**src/rtl/mdio_frame_ctrl.sv**
```systemverilog
module mdio_frame_ctrl #(
  parameter int CLK_DIV  = 4,
  parameter int PREAMBLE = 32
) (
  input  logic        clk,
  input  logic        rst,
  input  logic        cmd_valid,
  input  logic        cmd_write,
  input  logic [4:0]  phy_addr,
  input  logic [4:0]  reg_addr,
  input  logic [15:0] wr_data,
  output logic        busy,
  output logic [15:0] rd_data,
  output logic        link_fail,
  output logic        mdc,
  input  logic        mdio_i,
  output logic        mdio_o,
  output logic        mdio_oe
);
  localparam int HALF   = CLK_DIV / 2;
  localparam int CW     = (HALF > 1) ? $clog2(HALF) : 1;
  localparam int LAST   = PREAMBLE + 32;
  localparam int PW     = $clog2(LAST + 2);
  localparam int P_B1   = PREAMBLE;
  localparam int P_B2   = PREAMBLE + 8;
  localparam int P_B3   = PREAMBLE + 16;
  localparam int P_B4   = PREAMBLE + 24;
  localparam int P_DRV  = PREAMBLE + 14;

  logic [CW-1:0] div_cnt;
  logic          fall_en;
  logic [PW-1:0] pos;
  logic [7:0]    sr;
  logic          q_wr;
  logic [4:0]    q_phy, q_reg;
  logic [15:0]   q_data;
  logic [7:0]    shifted;
  logic          in_pre;

  assign fall_en = mdc && (div_cnt == CW'(HALF - 1));
  assign shifted = {sr[6:0], mdio_i};
  assign in_pre  = busy && (pos >= PW'(1)) && (pos <= PW'(PREAMBLE));
  assign mdio_o  = in_pre ? 1'b1 : sr[7];
  assign mdio_oe = busy && (pos >= PW'(1)) && (q_wr || (pos <= PW'(P_DRV)));

  always_ff @(posedge clk or posedge rst) begin
    if (rst) begin
      div_cnt <= '0;
      mdc     <= 1'b0;
    end else if (div_cnt == CW'(HALF - 1)) begin
      div_cnt <= '0;
      mdc     <= ~mdc;
    end else begin
      div_cnt <= div_cnt + CW'(1);
    end
  end

  always_ff @(posedge clk or posedge rst) begin
    if (rst) begin
      busy   <= 1'b0;
      pos    <= '0;
      q_wr   <= 1'b0;
      q_phy  <= '0;
      q_reg  <= '0;
      q_data <= '0;
    end else if (!busy) begin
      if (cmd_valid) begin
        busy   <= 1'b1;
        pos    <= '0;
        q_wr   <= cmd_write;
        q_phy  <= phy_addr;
        q_reg  <= reg_addr;
        q_data <= wr_data;
      end
    end else if (fall_en) begin
      if (pos == PW'(LAST)) begin
        busy <= 1'b0;
        pos  <= '0;
      end else begin
        pos <= pos + PW'(1);
      end
    end
  end

  always_ff @(posedge clk or posedge rst) begin
    if (rst) begin
      sr        <= '0;
      rd_data   <= '0;
      link_fail <= 1'b0;
    end else if (fall_en) begin
      if (busy && pos == PW'(P_B1))
        sr <= {2'b01, ~q_wr, q_wr, q_phy[4:1]};
      else if (busy && pos == PW'(P_B2))
        sr <= {q_phy[0], q_reg, 2'b10};
      else if (busy && q_wr && pos == PW'(P_B3))
        sr <= q_data[15:8];
      else if (busy && q_wr && pos == PW'(P_B4))
        sr <= q_data[7:0];
      else begin
        sr <= shifted;
        if (busy && !q_wr && pos == PW'(P_B4))
          rd_data[15:8] <= shifted;
        if (busy && !q_wr && pos == PW'(LAST)) begin
          rd_data[7:0] <= shifted;
          if (q_reg == 5'd1)
            link_fail <= ~sr[1];
        end
      end
    end
  end


  fall_edge_chk: assert property (@(posedge clk) disable iff (rst)
    fall_en |=> !mdc);

  pin_hold_chk: assert property (@(posedge clk) disable iff (rst)
    !fall_en |=> ($stable(mdio_o) && $stable(mdio_oe)));

  idle_oe_chk: assert property (@(posedge clk) disable iff (rst)
    !busy |-> !mdio_oe);

  rd_hold_chk: assert property (@(posedge clk) disable iff (rst)
    !fall_en |=> $stable(rd_data));

  lf_hold_chk: assert property (@(posedge clk) disable iff (rst)
    !fall_en |=> $stable(link_fail));

  busy_hold_chk: assert property (@(posedge clk) disable iff (rst)
    (busy && !fall_en) |=> busy);
endmodule

```
**config.mk**
```make
export PLATFORM = sky130hd
export DESIGN_NAME = mdio_frame_ctrl
export DESIGN_NICKNAME = d
export VERILOG_FILES = /design/src/rtl/mdio_frame_ctrl.sv
export SDC_FILE = /design/constraint.sdc
export NUM_CORES = 1
export LEC_CHECK = 0
export BUFFER_PORTS_ARGS = -buffer_cell sky130_fd_sc_hd__buf_4
export CORE_UTILIZATION = 50
export CTS_CLUSTER_DIAMETER = 200
export DETAILED_ROUTE_END_ITERATION = 8
export GPL_ROUTABILITY_DRIVEN = 0
export PLACE_DENSITY = 0.76
export REMOVE_ABC_BUFFERS = 1
export SKIP_LAST_GASP = 1
export SYNTH_ARGS = -nofsm -noshare
export SYNTH_HDL_FRONTEND = slang
export SYNTH_SLANG_ARGS = --single-unit
```
**constraint.sdc**
```tcl
create_clock -name clk -period 2.2 [get_ports clk]
set_clock_uncertainty 0.15 [all_clocks]
set_input_delay 0.33 -clock clk [delete_from_list [all_inputs] [get_ports clk]]
set_output_delay 0.33 -clock clk [all_outputs]
set_load 0.01 [all_outputs]
```
==> summary.md <==
| Metric | Value |
|---|---|
| Hold EP | `q_data[2]` |
| # rows | `27` |
| Yosys warns | `0` |
| Part of the Yosys area used for sequential elements | `0.5259` |
| Finished Layout Cells | `405` |
| Count of cell types in the netlist | `between 40 and 50` |
| Worst EP arrival | `1.99 ns` |
| Clock Latency Late Sink | `about 0.34 ns` |
| Total grt overflow | `0` |
| Starting Density | `0.5261` |
| CP bufs+invs | `2` |
| Worst R2R Setup Slack | `-0.10 ns` |
| CP peak stage delay | `around 0.43 ns` |
| Hpwl dp | `4545 um` |
| Worst reg2reg startpoint | `pos[1]` |
| Critical path's slowest cell | `or4_4` |
| Final period util | `1.124` |
| Hold Path Origin | `wr_data[2]` |
| Syn_area_per_cell | `roughly 12 sq um` |
| DRC | `0` |
| Max frequency | `404.3 MHz` |
| Filler cell count | `around 430` |
| VDD IR-drop max | `587.6 uV` |
| Hold Crit Class | `input pin to register` |
| Drt first pass iters | `4` |
| Worst Setup End Kind | `output pin` |
| Drt total wl | `6525 um` |
| Post-route ant nets | `0` |
| Setup ws final | `-0.2737 ns` |
| Endpoints failing setup | `11` |
| H-Tree Depth | `3` |
| Die Height | `a little under 80 um` |
| Die X | `78.82 um` |
| Post-Place Worst Slack | `-0.05574 ns` |
| Worst Setup Path Type | `register to output pin` |
| RSZ-0062 raised after global routing | `true` |
| First-pass GRT wire length | `10760 um` |
| Die ar. | `6212 sq um` |
| Status | `finished, violations left` |
| Synthesized flop and latch total | `62` |
| Vias in the first global route | `about 2200` |
| Design Power | `approximately 0.0037 W` |
| Worst Hold Depth | `3` |
| Worst-margin pin slew | `a little over 0.4 ns` |
| Min Clock Period, post-route | `2.474 ns` |
| Failing checks | `setup timing` |
| Crit-path cells | `buf_6 -> ha_4 -> or4_4 -> o21ai_4 -> a211oi_2 -> or2_1 -> buf_4` |
| Ys async rst share | `1.000` |
| EDFF count, synth | `0` |
| CP Max Fanout | `4` |
| DP Area | `3557 sq um` |
| Fraction of layout cells with a size suffix above 1 | `0.4354` |
| Clock Pin Slew Worst Setup and Hold Paths | `~0.06 ns` |
| Vias | `~2300` |
| R2R cell count | `7` |
| Placed cell count | `roughly 390` |
| Max-cap viol count | `0` |
| Tot GR Track Use | `0.2287` |
| WL/cell | `~16 um` |
| FF-to-FF End | `rd_data[5]` |
| Nets | `362` |
| # IOs | `52` |
| Top_reg_cell synth | `dfrtp_1` |
| CP Launch Type | `register` |
| Top flop regs | `q_data x16, rd_data x16, sr x8` |
| Final instance area | `3842 sq um` |
| CTS tree | `built` |
| Diode count | `0` |
| Final hold violations | `0` |
| Clock sink count | `62` |
| Cells after Synth | `256` |
| Max Root-Sink Buffers | `2` |
| Area delta synth->final | `30.24%` |
| Lkg Pwr | `1.800 nW` |
| Family with the most delay on the worst path | `simple AND/OR/NAND/NOR gates` |
| Pin count of the biggest net entering global routing | `between 60 and 70` |
| Number of buffers created by CTS | `9` |
| Slew Viols, Final | `0` |
| Port buffer count | `51` |
| Post-Syn Area | `2950 sq um` |
| Req. time, crit path | `1.72 ns` |
| Core Area | `5608 sq um` |
| Iteration-0 DRC Markers | `100` |
| Rel. slew slack | `0.7233` |
| Vias/cell | `5.605` |
| Initial antenna violation count | `0` |
| Root Driver | `clkbuf_8` |
| Power Density | `965.3 nW/um^2` |
[logic make-up after synthesis]
group | count (synthesis) | share of synthesized area
AOI/OAI and AO/OA | 47 | 0.1069
buffers and inverters | 25 | 0.03266
adders and majority gates | 3 | 0.01272
and+or+nand+nor | 68 | 0.1302
muxes | 50 | 0.1887
xor gates and xnor gates | 1 | 0.002969
DFF | 62 | 0.5259
[per-layer routing]
| layer | share of wire | vias to the layer above | wire (um) | GRT usage |
|---|---|---|---|---|
| li1 | - | 1081 | - | - |
| met3 | 0.049 | 10 | 318 | 0.03908 |
| met1 | 0.45 | 1110 | 2945 | 0.3240 |
| met4 | 0.016 | 0 | 103 | 0.1236 |
| met5 | 0 | - | 0 | 0 |
| met2 | 0.48 | 69 | 3158 | 0.3348 |
[synthesized netlist by cell type (all sizes together) (2+ instances only)]
cell	number	share of area
a211oi	3	0.0076
a21o	2	0.0051
a21oi	8	0.014
a221oi	2	0.0059
a311oi	2	0.0059
a31oi	3	0.0064
a41oi	3	0.0089
buf	4	0.0059
clkbuf	13	0.017
dfrtp	62	0.53
ha	3	0.013
inv	8	0.010
mux2	45	0.17
mux2i	5	0.017
nand2	15	0.019
nand2b	5	0.011
nand3	5	0.0085
nand4	2	0.0042
nor2	13	0.017
nor2b	5	0.011
nor3	6	0.010
nor3b	2	0.0051
nor4	2	0.0093
nor4bb	2	0.0068
o21ai	10	0.017
o22ai	5	0.011
o31ai	3	0.0076
or2	2	0.0042
or4	2	0.0051
[per-stage QoR]
stage | hold slack (ns) | setup TNS (ns) | utilization
2_1_floorplan | 0.2968 | -11.63 | -
3_3_place_gp | 0.2769 | -0.005146 | 0.6343
3_5_place_dp | 0.2785 | -0.2478 | 0.6343
4_1_cts | 0.05104 | -0.5573 | 0.6780
5_1_grt | 0.06106 | -1.695 | 0.6852
6_report | 0.05215 | -1.136 | 0.6852
[worst register-to-register path: stages, from the launching register on]
cell,delay [ns]
dfrtp_1,0.39
inv_2,0.10
ha_1,0.16
or4b_4,0.49
buf_4,0.16
nor4_4,0.21
buf_4,0.20
mux2_2,0.33
[worst max path at each step]
| stage | slack, ns | to | startpoint | cells after the start |
|---|---|---|---|---|
| 2_1_floorplan | -0.52 | pos[4] | busy | 4 |
| 6_report | -0.27 | mdio_o | pos[0] | 7 |
| 3_3_place_gp | -0.005 | mdio_o | pos[0] | 7 |
| 5_1_grt | -0.34 | mdio_o | pos[0] | 7 |
| 4_1_cts | -0.29 | mdio_o | pos[0] | 7 |
| 3_5_place_dp | -0.06 | mdio_o | pos[0] | 7 |
[layout by cell type (no fill, tap or decap), types with 4 or more instances in the layout]
cell type and instances:
a21oi_1 8, buf_4 72, clkbuf_8 11, dfrtp_1 62, inv_1 6, mux2_2 43, mux2i_1 5, nand2_1 15
nand2b_1 5, nand3_1 5, nor2_1 13, nor2b_1 4, nor3_1 6, o21ai_0 9, o22ai_1 5
[where the power goes]
part / internal [W] / total [W] / switching, W
registers: 0.00134 / 0.00152 / 0.000178
logic: 0.000576 / 0.00119 / 0.000614
clock network: 0.000584 / 0.000997 / 0.000413
total: 0.00250 / 0.00371 / 0.00121
[layout make-up]
cell class / instances / area (sq um) / area share
clock inverter: 3 / 42.54 / 0.01107
multi-input combinational: 169 / 1345 / 0.3500
sequential: 62 / 1551 / 0.4038
clock buffer: 13 / 158.9 / 0.04135
tap: 72 / 90.09 / 0.02345
timing repair buffer: 78 / 624.3 / 0.1625
inverter: 8 / 30.03 / 0.007815
[repair_timing]
action                                  CTS  global route
cloned                                    0             1
endpoints found under the hold margin    62             0
hold buffers                              1             0
endpoints found under the setup margin   10            11
setup buffers                             1             2
resized for setup                         8             6
pin swaps                                 2             2
Note: power is estimated with default switching activity, not from simulation.
